### src/rtl/pseq_pkg.sv
package pseq_pkg;

    typedef enum logic [2:0] {
        PS_OFF     = 3'd0,
        PS_POWERUP = 3'd1,
        PS_BOOT    = 3'd2,
        PS_RUN     = 3'd3,
        PS_SHUT    = 3'd4
    } pseq_state_e;

    function automatic int max2(input int a, input int b);
        return (a > b) ? a : b;
    endfunction

    function automatic int cbits(input int v);
        return (v < 2) ? 1 : $clog2(v + 1);
    endfunction

endpackage

### src/rtl/pseq_sync.sv
module pseq_sync #(
    parameter int          W       = 1,
    parameter int          STAGES  = 2,
    parameter logic [W-1:0] RST_VAL = '0
) (
    input  logic         clk,
    input  logic         rst_n,
    input  logic [W-1:0] async_i,
    output logic [W-1:0] sync_o
);

    logic [W-1:0] stage_q [STAGES];

    for (genvar s = 0; s < STAGES; s++) begin : g_stage
        always_ff @(posedge clk or negedge rst_n) begin
            if (!rst_n) begin
                stage_q[s] <= RST_VAL;
            end else if (s == 0) begin
                stage_q[s] <= async_i;
            end else begin
                stage_q[s] <= stage_q[(s == 0) ? 0 : s-1];
            end
        end
    end

    assign sync_o = stage_q[STAGES-1];

endmodule

### src/rtl/pseq_hold_qual.sv
// Counts enabled ticks while an active-low input stays low; emits a single
// pulse on the tick that brings the count to LIMIT, then saturates until the
// input is released or the enable drops.
module pseq_hold_qual #(
    parameter int LIMIT = 20
) (
    input  logic clk,
    input  logic rst_n,
    input  logic en,
    input  logic tick,
    input  logic held,
    output logic fire
);

    localparam int CW = pseq_pkg::cbits(LIMIT);
    localparam logic [CW-1:0] LAST = CW'(LIMIT - 1);
    localparam logic [CW-1:0] FULL = CW'(LIMIT);

    logic [CW-1:0] cnt_d, cnt_q;

    always_comb begin
        cnt_d = cnt_q;
        fire  = 1'b0;
        if (!en || !held) begin
            cnt_d = '0;
        end else if (tick && (cnt_q != FULL)) begin
            cnt_d = cnt_q + 1'b1;
            fire  = (cnt_q == LAST);
        end
    end

    always_ff @(posedge clk or negedge rst_n) begin
        if (!rst_n) cnt_q <= '0;
        else        cnt_q <= cnt_d;
    end

endmodule

### src/rtl/pwr_seq_ctrl.sv
module pwr_seq_ctrl #(
    parameter int ON_HOLD_MS    = 1000,
    parameter int SUPPLY_DLY_MS = 54,
    parameter int STATUS_DLY_MS = 800,
    parameter int OFF_HOLD_MS   = 1000,
    parameter int ACK_DLY_MS    = 100,
    parameter int EMRG_HOLD_MS  = 20,
    parameter int LOCK_NORM_MS  = 500,
    parameter int LOCK_EMRG_MS  = 2000
) (
    input  logic clk,
    input  logic rst_n,
    input  logic tick_ms,
    input  logic pwrkey_n,
    input  logic emrg_off_n,
    input  logic supply_fault,
    output logic supply_en,
    output logic status_o
);
    import pseq_pkg::*;

    localparam int TW = cbits(max2(max2(SUPPLY_DLY_MS, STATUS_DLY_MS), ACK_DLY_MS));
    localparam int LW = cbits(max2(LOCK_NORM_MS, LOCK_EMRG_MS));
    localparam logic [TW-1:0] SUP_END  = TW'(SUPPLY_DLY_MS - 1);
    localparam logic [TW-1:0] BOOT_END = TW'(STATUS_DLY_MS - 1);
    localparam logic [TW-1:0] ACK_END  = TW'(ACK_DLY_MS - 1);
    localparam logic [LW-1:0] LOCK_N   = LW'(LOCK_NORM_MS);
    localparam logic [LW-1:0] LOCK_E   = LW'(LOCK_EMRG_MS);

    typedef struct packed {
        pseq_state_e   st;
        logic [TW-1:0] tmr;
        logic [LW-1:0] lock;
        logic          fault;
        logic          sup;
        logic          stat;
    } seq_regs_t;

    seq_regs_t r_d, r_q;

    // synchronised inputs: bit0 key, bit1 emergency, bit2 fault
    logic [2:0] in_s;
    logic       key_low_s, emrg_low_s, fault_s;
    logic       lock_busy, on_en, off_en;
    logic       on_fire, off_fire, emrg_fire;

    pseq_sync #(.W(3), .STAGES(2), .RST_VAL(3'b011)) u_sync (
        .clk     (clk),
        .rst_n   (rst_n),
        .async_i ({supply_fault, emrg_off_n, pwrkey_n}),
        .sync_o  (in_s)
    );

    assign key_low_s  = ~in_s[0];
    assign emrg_low_s = ~in_s[1];
    assign fault_s    = in_s[2];

    assign lock_busy = (r_q.lock != '0);
    assign on_en     = (r_q.st == PS_OFF) && !lock_busy;
    assign off_en    = (r_q.st == PS_RUN);

    pseq_hold_qual #(.LIMIT(ON_HOLD_MS + 1)) u_on_qual (
        .clk(clk), .rst_n(rst_n), .en(on_en), .tick(tick_ms),
        .held(key_low_s), .fire(on_fire)
    );

    pseq_hold_qual #(.LIMIT(OFF_HOLD_MS)) u_off_qual (
        .clk(clk), .rst_n(rst_n), .en(off_en), .tick(tick_ms),
        .held(key_low_s), .fire(off_fire)
    );

    pseq_hold_qual #(.LIMIT(EMRG_HOLD_MS)) u_emrg_qual (
        .clk(clk), .rst_n(rst_n), .en(1'b1), .tick(tick_ms),
        .held(emrg_low_s), .fire(emrg_fire)
    );

    always_comb begin
        r_d = r_q;
        if ((r_q.st != PS_OFF) && fault_s) r_d.fault = 1'b1;

        unique case (r_q.st)
            PS_OFF: begin
                r_d.sup   = 1'b0;
                r_d.stat  = 1'b0;
                r_d.fault = 1'b0;
                if (tick_ms && lock_busy) r_d.lock = r_q.lock - 1'b1;
                if (on_fire) begin
                    r_d.st  = PS_POWERUP;
                    r_d.tmr = '0;
                end
            end
            PS_POWERUP: begin
                if (tick_ms) begin
                    if (r_q.tmr == SUP_END) begin
                        r_d.st  = PS_BOOT;
                        r_d.tmr = '0;
                        r_d.sup = 1'b1;
                    end else begin
                        r_d.tmr = r_q.tmr + 1'b1;
                    end
                end
            end
            PS_BOOT: begin
                if (tick_ms) begin
                    if (r_q.tmr == BOOT_END) begin
                        r_d.st   = PS_RUN;
                        r_d.tmr  = '0;
                        r_d.stat = 1'b1;
                    end else begin
                        r_d.tmr = r_q.tmr + 1'b1;
                    end
                end
            end
            PS_RUN: begin
                if (off_fire || r_q.fault) begin
                    r_d.st  = PS_SHUT;
                    r_d.tmr = '0;
                end
            end
            PS_SHUT: begin
                if (tick_ms) begin
                    if (r_q.tmr == ACK_END) begin
                        r_d.st    = PS_OFF;
                        r_d.tmr   = '0;
                        r_d.sup   = 1'b0;
                        r_d.stat  = 1'b0;
                        r_d.fault = 1'b0;
                        r_d.lock  = LOCK_N;
                    end else begin
                        r_d.tmr = r_q.tmr + 1'b1;
                    end
                end
            end
            default: begin
                r_d.st = PS_OFF;
            end
        endcase

        // emergency cut overrides every powered state
        if (emrg_fire && (r_q.st != PS_OFF)) begin
            r_d.st    = PS_OFF;
            r_d.tmr   = '0;
            r_d.sup   = 1'b0;
            r_d.stat  = 1'b0;
            r_d.fault = 1'b0;
            r_d.lock  = LOCK_E;
        end
    end

    always_ff @(posedge clk or negedge rst_n) begin
        if (!rst_n) begin
            r_q.st    <= PS_OFF;
            r_q.tmr   <= '0;
            r_q.lock  <= '0;
            r_q.fault <= 1'b0;
            r_q.sup   <= 1'b0;
            r_q.stat  <= 1'b0;
        end else begin
            r_q <= r_d;
        end
    end

    assign supply_en = r_q.sup;
    assign status_o  = r_q.stat;

endmodule

### config.mk
export PLATFORM = sky130hd
export DESIGN_NAME = pwr_seq_ctrl
export DESIGN_NICKNAME = d
export VERILOG_FILES = /design/src/rtl/pseq_pkg.sv /design/src/rtl/pseq_sync.sv /design/src/rtl/pseq_hold_qual.sv /design/src/rtl/pwr_seq_ctrl.sv
export SDC_FILE = /design/constraint.sdc
export NUM_CORES = 1
export LEC_CHECK = 0
export ABC_AREA = 1
export ABC_CLOCK_PERIOD_IN_PS = 7400
export BUFFER_PORTS_ARGS = -buffer_cell sky130_fd_sc_hd__buf_2
export CAP_MARGIN = 25
export CELL_PAD_IN_SITES_DETAIL_PLACEMENT = 1
export CELL_PAD_IN_SITES_GLOBAL_PLACEMENT = 1
export CORE_MARGIN = 2
export CORE_UTILIZATION = 40
export CTS_CLUSTER_DIAMETER = 60
export DETAILED_ROUTE_END_ITERATION = 7
export GPL_TIMING_DRIVEN = 0
export PLACE_DENSITY = 0.83
export SYNTH_ARGS = -nofsm -noshare
export SYNTH_HDL_FRONTEND = slang
export SYNTH_HIERARCHICAL = 1
export SYNTH_SLANG_ARGS = --single-unit
### constraint.sdc
create_clock -name clk -period 7.4 [get_ports clk]
set_input_delay 1.48 -clock clk [delete_from_list [all_inputs] [get_ports clk]]
set_output_delay 1.48 -clock clk [all_outputs]
set_load 0.02 [all_outputs]
==> key figures <==
Clocking
  • # hold bufs at CTS: 0
  • Clock Pin Slew Worst Setup and Hold Paths: 70 ps
  • Worst-Skew Late Latency: 350 ps
  • Clock sinks: 58
  • H-tree depth: 3
  • Setup bufs post-CTS: 0
  • CTS tree: done
  • Cts bufs inserted: 9
  • Clock Path Buffers: 2
  • Post_cts resized: 0
  • Root Buffer: clkbuf_8

Global routing
  • Vias in the first global route: 4,140
  • GRT Util Overall: 21.4%
  • Total gr overflow: 0
  • First-pass GRT wire length: 19.3 mm
  • Largest net degree at the start of global routing: 31
  • Initial antenna violation count: 0

Drt
  • Post-route ant nets: 0
  • Mean routed wirelength per cell: 14.7 um
  • Final wirelength: 11.2 mm
  • DRT iter0 DRCs: 113
  • 1st-pass router iterations: 4
  • Via-to-Cell Ratio: 5.23
  • Post-route DRC: 0
  • Via count: 3,970

Setup path
  • Critical Path Max Stage Delay: 510 ps
  • Slowest cell on crit path: dfrtp_1
  • Setup crit end kind: flop
  • Crit Path Max Fanout: 10
  • Crit path required time: 7650 ps
  • Startpoint types: flop
  • Cell Chain, Critical Path: inv_2, nand2_4, nor2_8, inv_8, nor3_1, nand2_1, inv_1, nand2_1, nor3_1, nand3b_1, nand2_1, nor2_4, nand2_4, inv_4, nand2_1, nand2_1, inv_1
  • CP dominant cell by count: nand2_1
  • Crit Path Category: reg -> reg
  • Arrival time at the worst endpoint: 3450 ps

STA
  • F_max: 0.312 GHz
  • Final clock skew: 8.06 ps
  • Final cycle utilization of the critical path: 43.3%
  • Worst Max-Slew Pin Slew: 722 ps
  • Minimum clock period: 3210 ps
  • Setup TNS Final: 0 ps
  • Final Hold Vio Count: 0
  • Slew headroom: 51.9%
  • Count of pins over their slew limit: 0
  • RSZ-0062 raised after global routing: false
  • Final setup viols: 0

Floorplanning
  • Die Ht: 106 um
  • Cell Rows: 37
  • Die width: 106 um
  • IO Pins: 8
  • Core Area: 10,200 um2
  • Initial core utilization: 40.8%
  • Die Area: 11,300 um2

Synth
  • Adder-Cell Fraction of Synth Area: 3.30%
  • Yosys cell types: 44
  • Mapped Cells: 599
  • Avg Synthesized Cell Area: 6.96 um2
  • Syn Nets: 616
  • Synth Area in Compound Gates: 6.00%
  • Yosys warns: 6
  • Yosys reg bits: 58
  • Post-Synth Simple-Gate Area: 43.2%
  • Combinational family with the most area after synthesis: simple AND/OR/NAND/NOR gates
  • Number of synthesized flops with an enable pin: 0
  • Post-synthesis xor/xnor area fraction: 1.47%
  • Post-synthesis mux area share: 0%
  • Sequential-to-total area share from yosys stat: 34.9%
  • Post-Syn Area: 4170 um2
  • Async S/R FF share, synth: 100%
  • Dominant synthesized flop cell: dfrtp_1

Layout
  • Nets: 635
  • Share of cells above drive strength 1: 15.4%
  • Syn-to-layout area delta: 10.7%
  • # diodes: 0

Job
  • Max Cap Violations: 0

Pwr
  • Max IR drop VDD: 117 uV
  • Pwr/cell area: 304 nW/um2
  • Tot Pwr: 0.00140 W
  • P_leak: 2.37 nW

Outcome
  • Status: finished clean

Placement
  • Gpl congestion: 0.866
  • HPWL Detailed: 8.21 mm
  • # port buffers: 7

Worst hold path
  • HP Class: reg -> reg
==> per-stage QoR <==
step	area, um2	hold slack, ps	instances	worst slack (ps)	utilization, %
2_1_floorplan	4170	331	599	4630	-
3_3_place_gp	4380	339	742	3970	42.8
3_5_place_dp	4400	339	743	3930	43.0
4_1_cts	4610	354	759	4110	45.1
5_1_grt	4610	358	759	3910	45.1
6_report	4610	351	759	4190	45.1
==> final cells by class <==
type,instances,area [um2]
repair buffers,8,55.1
flip-flops and latches,58,1460
well taps,136,170
clock buffers,11,141
inverters,88,345
clock inverters,5,77.6
fillers,1328,5620
multi-input cells,440,2260
plain buffers,13,113
==> where the power goes <==
group / switching (W) / total, W / internal, W
Combinational: 0.000453 / 0.000658 / 0.000206
Clock: 0.000139 / 0.000337 / 0.000198
Sequential: 0.0000482 / 0.000408 / 0.000360
==> registers in the layout, indices dropped and copies added, names as in the netlist <==
register	count
status_o	1
u_emrg_qual/cnt_q	5
u_sync/stage_q	3
u_off_qual/cnt_q	10
supply_en	1
u_sync/sync_o	3
r_q	25
u_on_qual/cnt_q	10
==> synth_stat cells, types with 2 or more instances <==
cell      number  area share [%]
nand2_1      180              16
ha_1          11             3.3
inv_1         75             6.8
o21bai_1       2            0.36
nand2_2       10             1.5
nor2_2         8             1.2
nand2_4        6             1.6
nand4_1       22             3.3
a21oi_2        2            0.42
inv_2          9            0.81
dfrtp_1       54              32
o21ai_0       13             1.6
buf_4          4            0.72
nor2_1        48             4.3
buf_2          3            0.36
nor3b_1        2            0.36
buf_6          4             1.1
o21ai_2        7             1.5
dfstp_2        4             2.5
nand3_1       85              10
nor2_4         2            0.54
nor3_1         9             1.1
xor2_1         6             1.3
nand3b_1       3            0.54
a21oi_1        9             1.1
inv_4          3            0.45
==> cells in the final DEF (no fill, tap or decap), types with 2 or more instances in the layout <==
cell,instances
nor3b_1,2
dfstp_2,4
dfrtp_1,54
nand2_4,6
nor2_1,48
buf_2,10
xor2_1,6
nor2_2,8
a21oi_2,2
buf_6,4
clkbuf_8,10
o21ai_2,7
nor2_4,2
inv_4,3
inv_1,75
nor3_1,9
nand2_1,180
nand4_1,22
inv_2,9
nand3_1,85
nand2_2,10
a21oi_1,9
o21ai_0,13
bufinv_16,2
o21bai_1,2
nand3b_1,3
ha_1,11
clkinv_2,2
buf_4,4
==> routing by layer <==
metal  track usage (%)  vias to the layer above  wire length [um]
met4              8.27                        0               189
met5                 0                        -                 0
li1                  -                     1948                 -
met2              36.8                       58              5680
met1              26.4                     1942              4960
met3              4.05                       22               327
==> kinds of logic after synthesis <==
kind of cell,count (synthesis)
fa+ha+maj,11
xor+xnor,7
compound gates,38
flops,58
simple gates,383
buf+inv,101
other cells,1
==> critical path, delay by kind of cell (launching register included) <==
kind	cells	cell delay, ps
buffers and inverters	5	610
AND/OR/NAND/NOR	12	1970
flip-flops	1	510
==> final timing paths <==
kind                            slack [ps]  depth (start not counted)                        start                              end
worst max-delay path                  4190                         17          r_q[25]$_DFFE_PN0P_              r_q[15]$_DFFE_PN0P_
worst min-delay path                   350                          0  u_sync/stage_q[5]$_DFF_PN0_       u_sync/sync_o[2]$_DFF_PN0_
worst max register to register        4190                         17          r_q[25]$_DFFE_PN0P_              r_q[15]$_DFFE_PN0P_
worst min register to register         350                          0  u_sync/stage_q[5]$_DFF_PN0_       u_sync/sync_o[2]$_DFF_PN0_
max in group asynchronous             5600                          2                        rst_n              r_q[16]$_DFFE_PN0P_
min in group asynchronous             1180                          1                        rst_n  u_off_qual/cnt_q[7]$_DFFE_PN0P_
(Power assumes the default switching activity.)
